[src/rtl/cpr_pkg.sv]
package cpr_pkg;
  localparam int DW = 16;
  localparam int AW = 16;
  localparam int NCMD = 4;

  typedef enum logic [1:0] {
    HS_IDLE  = 2'd0,
    HS_COUNT = 2'd1,
    HS_ACK   = 2'd2
  } hs_state_e;

  // command bit order: [3]=write [2]=read [1]=capture data [0]=capture address
  localparam int CMD_ADDR = 0;
  localparam int CMD_DATA = 1;
  localparam int CMD_RD   = 2;
  localparam int CMD_WR   = 3;

  function automatic logic cmd_any(input logic [NCMD-1:0] c);
    return c != '0;
  endfunction

  // more than one bit set: clearing the lowest set bit leaves something
  function automatic logic cmd_multi(input logic [NCMD-1:0] c);
    return (c & (c - NCMD'(1))) != '0;
  endfunction
endpackage

[src/rtl/cpr_handshake.sv]
module cpr_handshake
  import cpr_pkg::*;
#(
  parameter int ACK_DELAY = 2
) (
  input  logic            clk,
  input  logic            rst_n,
  input  logic [NCMD-1:0] cmd_in,
  input  logic            mute,
  output logic            ack,
  output logic            take,
  output logic            fire,
  output logic [NCMD-1:0] cmd_q
);
  localparam int CW = $clog2(ACK_DELAY + 1) + 1;
  localparam logic [CW-1:0] CNT_LAST = CW'(ACK_DELAY);

  hs_state_e       state;
  logic [CW-1:0]   cnt;
  logic            any_now;
  logic            cnt_done;

  assign any_now  = cmd_any(cmd_in);
  assign cnt_done = (cnt == CNT_LAST);
  assign take     = (state == HS_IDLE) && any_now;
  assign fire     = (state == HS_COUNT) && any_now && cnt_done && !mute;
  assign ack      = (state == HS_ACK);

  always_ff @(posedge clk or negedge rst_n) begin
    if (!rst_n) begin
      state <= HS_IDLE;
      cnt   <= '0;
      cmd_q <= '0;
    end else begin
      case (state)
        HS_IDLE: begin
          if (any_now) begin
            state <= HS_COUNT;
            cnt   <= CW'(1);
            cmd_q <= cmd_in;
          end
        end
        HS_COUNT: begin
          if (!any_now) begin
            state <= HS_IDLE;
          end else if (fire) begin
            state <= HS_ACK;
          end else if (!cnt_done) begin
            cnt <= cnt + CW'(1);
          end
        end
        HS_ACK: begin
          if (!any_now) state <= HS_IDLE;
        end
        default: state <= HS_IDLE;
      endcase
    end
  end

  assert_ack_hold_R4: assert property (@(posedge clk) disable iff (!rst_n)
    (ack && any_now) |=> ack);
  assert_ack_release_R4: assert property (@(posedge clk) disable iff (!rst_n)
    $fell(ack) |-> !$past(any_now));
  assert_ack_needs_strobe_R3: assert property (@(posedge clk) disable iff (!rst_n)
    $rose(ack) |-> $past(any_now));
  assert_mute_blocks_ack_R9: assert property (@(posedge clk) disable iff (!rst_n)
    $rose(ack) |-> !$past(mute));
endmodule

[src/rtl/cpr_regbank.sv]
module cpr_regbank
  import cpr_pkg::*;
#(
  parameter int              N_REGS = 3,
  parameter logic [N_REGS*AW-1:0] ADDRS = {16'h1010, 16'h0012, 16'h0015},
  parameter logic [N_REGS*DW-1:0] RSTS  = {16'h0080, 16'h8000, 16'h0009}
) (
  input  logic          clk,
  input  logic          rst_n,
  input  logic          wr_en,
  input  logic          rd_en,
  input  logic [AW-1:0] addr,
  input  logic [DW-1:0] wdata,
  output logic [DW-1:0] rdata
);
  logic [N_REGS-1:0]    hit_vec;
  logic [N_REGS*DW-1:0] q_flat;
  logic [DW-1:0]        rd_val;
  logic                 hit_any;

  for (genvar i = 0; i < N_REGS; i++) begin : g_reg
    logic [DW-1:0] q;
    assign hit_vec[i] = (addr == ADDRS[i*AW +: AW]);
    always_ff @(posedge clk or negedge rst_n) begin
      if (!rst_n) q <= RSTS[i*DW +: DW];
      else if (wr_en && hit_vec[i]) q <= wdata;
    end
    assign q_flat[i*DW +: DW] = q;
  end

  assign hit_any = |hit_vec;

  always_comb begin
    rd_val = '0;
    for (int i = 0; i < N_REGS; i++)
      if (hit_vec[i]) rd_val = rd_val | q_flat[i*DW +: DW];
  end

  always_ff @(posedge clk or negedge rst_n) begin
    if (!rst_n) rdata <= '0;
    else if (rd_en) rdata <= rd_val;
  end

  assert_unmapped_write_ignored_R7: assert property (@(posedge clk) disable iff (!rst_n)
    (wr_en && !hit_any) |=> $stable(q_flat));
  assert_unmapped_read_zero_R7: assert property (@(posedge clk) disable iff (!rst_n)
    (rd_en && !hit_any) |=> (rdata == '0));
  assert_rdata_hold_R6: assert property (@(posedge clk) disable iff (!rst_n)
    !rd_en |=> $stable(rdata));
  assert_mapped_write_lands_R5: assert property (@(posedge clk) disable iff (!rst_n)
    (wr_en && hit_any) |=> $changed(q_flat) || $past(rd_val) == $past(wdata));
endmodule

[src/rtl/cfg_port_responder.sv]
module cfg_port_responder
  import cpr_pkg::*;
#(
  parameter int ACK_DELAY = 2
) (
  input  logic          clk,
  input  logic          rst_n,
  input  logic [15:0]   wr_field,
  input  logic          stb_addr,
  input  logic          stb_data,
  input  logic          stb_rd,
  input  logic          stb_wr,
  input  logic          ack_mute,
  output logic          ack,
  output logic [15:0]   rd_data,
  output logic          err_flag
);
  logic [NCMD-1:0] cmd_in;
  logic [NCMD-1:0] cmd_q;
  logic            take;
  logic            fire;
  logic            multi_q;
  logic            act;
  logic [DW-1:0]   field_q;
  logic [AW-1:0]   addr_q;
  logic [DW-1:0]   data_q;

  assign cmd_in = {stb_wr, stb_rd, stb_data, stb_addr};

  cpr_handshake #(.ACK_DELAY(ACK_DELAY)) u_hs (
    .clk    (clk),
    .rst_n  (rst_n),
    .cmd_in (cmd_in),
    .mute   (ack_mute),
    .ack    (ack),
    .take   (take),
    .fire   (fire),
    .cmd_q  (cmd_q)
  );

  assign multi_q = cmd_multi(cmd_q);
  assign act     = fire && !multi_q;

  always_ff @(posedge clk or negedge rst_n) begin
    if (!rst_n) begin
      field_q  <= '0;
      addr_q   <= '0;
      data_q   <= '0;
      err_flag <= 1'b0;
    end else begin
      if (take) field_q <= wr_field;
      if (act && cmd_q[CMD_ADDR]) addr_q <= field_q;
      if (act && cmd_q[CMD_DATA]) data_q <= field_q;
      if (fire && multi_q) err_flag <= 1'b1;
    end
  end

  cpr_regbank u_bank (
    .clk   (clk),
    .rst_n (rst_n),
    .wr_en (act && cmd_q[CMD_WR]),
    .rd_en (act && cmd_q[CMD_RD]),
    .addr  (addr_q),
    .wdata (data_q),
    .rdata (rd_data)
  );

  assert_err_sticky_R8: assert property (@(posedge clk) disable iff (!rst_n)
    !$fell(err_flag));
  assert_multi_no_capture_R8: assert property (@(posedge clk) disable iff (!rst_n)
    (fire && multi_q) |=> $stable(addr_q) && $stable(data_q) && $stable(rd_data));
  assert_no_action_without_ack_R9: assert property (@(posedge clk) disable iff (!rst_n)
    !$rose(ack) |-> $stable(addr_q) && $stable(data_q));
endmodule

[config.mk]
export PLATFORM = sky130hd
export DESIGN_NAME = cfg_port_responder
export DESIGN_NICKNAME = d
export VERILOG_FILES = /design/src/rtl/cpr_pkg.sv /design/src/rtl/cpr_handshake.sv /design/src/rtl/cpr_regbank.sv /design/src/rtl/cfg_port_responder.sv
export SDC_FILE = /design/constraint.sdc
export NUM_CORES = 1
export LEC_CHECK = 0
export BUFFER_PORTS_ARGS = -buffer_cell sky130_fd_sc_hd__buf_2
export CAP_MARGIN = 10
export CORE_UTILIZATION = 50
export CTS_CLUSTER_SIZE = 30
export DETAILED_ROUTE_END_ITERATION = 10
export GPL_TIMING_DRIVEN = 0
export PLACE_DENSITY = 0.72
export SYNTH_ARGS = -nofsm -noshare
export SYNTH_HDL_FRONTEND = slang
export SYNTH_SLANG_ARGS = --single-unit
[constraint.sdc]
create_clock -name clk -period 3 [get_ports clk]
set_input_delay 0.15 -clock clk [delete_from_list [all_inputs] [get_ports clk]]
set_output_delay 0.15 -clock clk [all_outputs]
set_load 0.02 [all_outputs]
==> results.yml <==
run_status:
  run_status: "finished, final reports clean"
min_path:
  min_path_type: "input port to async pin"
clocking:
  clockRootBuffer: "clkbuf_8"
  cts_buffers: 17
  clk_latency_ps: 520
  clkSlewWorstSetupHoldPaths_ps: 60
  clock_tree.buffer_depth: 2
  cts_num_sinks: 122
  htree_levels: 4
  cts_tree: "done"
power:
  switchingPower_w: 0.00175
  peakVddDrop_uv: 449
  combPwrFrac: 0.230
  power.leakage_nw: 2.98
  pwr-share-clk: 0.332
  cellInternalPower_w: 0.00394
  sw_frac_of_total: 0.308
  p_seq_frac: 0.439
  p_per_area_nw_per_um2: 912
logic_synthesis:
  syn-cell-area_um2: 5050
  synthDistinctLibCells: 36
  syn_nets: 362
  seq_area_frac_synth: 0.605
  synth.avg_cell_area_um2: 15.0
  syn_inst: 337
  synth_seq_cells: 122
  yosysWarningCount: 0
worst_setup_path:
  reg2reg_depth: 5
  critical_path.max_fanout: 10
  start_kind: "flip-flop"
  required_ps: 3440
  arrival_ps: 3030
  worstPathCellList: "nor4b_1 > nor4b_2 > buf_2 > a222oi_1 > a21oi_1"
  endpoint_kind: "flip-flop"
  max_stage_delay_ps: 730
  crit_slowest_cell: "nor4b_1"
  worstSetupPathType: "flip-flop to flip-flop"
timing:
  finalClockSkew_ps: 6.12
  fin_ws_ps: 415
  maxClockFrequency_mhz: 387
  tns_ps: 0
  tightest_slew_ps: 841
  hold_viol_final: 0
  drv_slew: 0
  grt_setup_unrepaired: "no"
  period_share: 0.862
  relSlewSlack: 0.434
  setup_viol: 0
  min_period_ps: 2580
global_route:
  grt_pass1_vias: 3135
  grt_pass1_wl_mm: 15.9
  grt_max_degree: 71
  overflow: 0
  grt_use_total: 0.207
  antenna_found_initial: 0
floorplan:
  core_region_area_um2: 9770
  num_rows: 36
  dieArea_um2: 10500
  io_pins: 41
  start_util: 0.517
  die-width_um: 103
  die_h_um: 103
routing:
  first_iter_violations: 123
  routed_wl_mm: 9.80
  dr.pass1.iters: 4
  wl_per_cell_um: 17.3
  ant_nets: 0
  viasPerCell: 5.47
  drc: 0
  vias: 3092
placed_design:
  port_buffers: 40
  place_ws_ps: 27.2
  gp_congestion: 0.709
  dpl.hpwl_mm: 6.45
job:
  drv_cap: 0
layout:
  layout.nets: 444
  nFillCells: 746
  area_delta_synth_final_pct: 23.5
  drive_above_1_share: 0.465
  utilization: 0.638
  diodes: 0
cell families (layout without fill, tap and decap cells):
| group | Yosys count | count (layout) | share of synthesized area |
|---|---|---|---|
| fa+ha+maj | 2 | 2 | 0.00495 |
| simple gates | 34 | 34 | 0.0520 |
| mux | 100 | 100 | 0.230 |
| compound gates | 59 | 59 | 0.0837 |
| buf+inv | 20 | 115 | 0.0238 |
| flops | 122 | 122 | 0.605 |
worst max-delay path, delay by kind of cell, from the launching register on:
| family | cells | cell delay, ps |
|---|---|---|
| buffers and inverters | 1 | 360 |
| AOI/OAI and AO/OA | 2 | 340 |
| DFF | 1 | 410 |
| and+or+nand+nor | 2 | 1400 |
stage by stage:
stage                     hold WS, ps  power [W]  cell area (um2)  instances
after floorplan                  -146    0.00336             5050        337
after global placement            382    0.00373             5420        510
after detailed placement          127    0.00381             5450        511
after CTS                         121    0.00574             6230        564
after global routing              142    0.00599             6240        565
final                             145    0.00569             6240        565
cells in the mapped netlist:
cell,number,area (um2)
dfrtp_1,118,2950
mux2_2,90,1010
a21oi_1,33,165
a222oi_1,15,150
mux2_4,10,150
nor2_1,8,30.0
clkbuf_1,7,26.3
buf_2,6,30.0
buf_6,5,56.3
dfstp_2,4,105
nor4b_1,4,35.0
a22o_1,3,26.3
nand2_1,3,11.3
a211o_1,2,17.5
and2_1,2,12.5
ha_1,2,25.0
inv_1,2,7.51
nand2_2,2,12.5
nand4_2,2,25.0
nor2b_1,2,12.5
or4_4,2,22.5
a2111oi_4,1,27.5
a22oi_1,1,7.51
a31o_2,1,8.76
a31oi_1,1,6.26
nand2b_1,1,6.26
nand3_4,1,17.5
nand4bb_1,1,11.3
nor3_2,1,10.0
nor4_1,1,6.26
nor4b_4,1,23.8
nor4bb_1,1,10.0
o22ai_1,1,6.26
o31ai_1,1,7.51
or2_2,1,6.26
or4b_1,1,10.0
layout make-up:
class                      count  area [um2]  share of cell area
sequential                   122        3060               0.490
clock buffer                  22         473              0.0758
timing repair buffer          63         449              0.0720
inverter                       2        7.51             0.00120
buffer                        18         113              0.0180
tap                          133         166              0.0267
clock inverter                10        92.6              0.0148
multi-input combinational    195        1880               0.301
state kept, by name, summed over array words and instances, names as in the netlist:
name / count
err_flag: 1
field_q: 16
u_hs.cnt: 3
addr_q: 16
data_q: 16
u_bank.rdata: 16
u_bank.g.q: 48
u_hs.cmd_q: 4
u_hs.state: 2
path summary, 6_finish.rpt:
kind	slack (ps)	from	endpoint
setup / recovery	420	addr_q[12]	u_bank.rdata[10]
hold / removal	150	rst_n	u_hs.state[0]
setup reg to reg	420	addr_q[12]	u_bank.rdata[10]
hold reg to reg	480	err_flag	err_flag
max in group asynchronous	2110	rst_n	u_bank.g_reg[1].q[15]
min in group clk	150	ack_mute	u_hs.state[0]
cell usage in the layout (no fill, tap or decap), drive strengths merged, types with 2 or more instances in the layout:
cell,instances
nor2b,2
and2,2
mux2,100
nand2,5
nor4b,5
a22o,3
clkinvlp,4
buf,53
a21oi,33
clkbuf,29
clkinv,5
a211o,2
dfrtp,118
dfstp,4
inv,2
ha,2
nor2,8
nand4,2
dlygate4sd3,21
or4,2
a222oi,15
power by group through the flow:
| stage | sequential, W | clock [W] | combinational (W) |
|---|---|---|---|
| CTS | 0.00250 | 0.00192 | 0.00131 |
| global route | 0.00256 | 0.00199 | 0.00143 |
| floorplan | 0.00253 | 0 | 0.000827 |
| global placement | 0.00249 | 0 | 0.00123 |
| detailed placement | 0.00252 | 0 | 0.00129 |
| finish | 0.00250 | 0.00189 | 0.00131 |
per-layer routing:
metal  up-vias  part of all wire  wire, um  track usage
li1       1436                 -         -            -
met1      1576              0.46      4460        0.273
met2        68              0.49      4770        0.322
met3        12             0.044       434       0.0631
met4         0             0.013       123       0.0868
met5         -                 0         0            0
timing repair:
item | CTS | global route
endpoints found under the hold margin | 73 | 0
setup endpoints to repair | 0 | 10
resized for setup | 0 | 1
hold buffers | 21 | 0
buffers inserted | 0 | 0
Note: power is estimated with default switching activity, not from simulation.
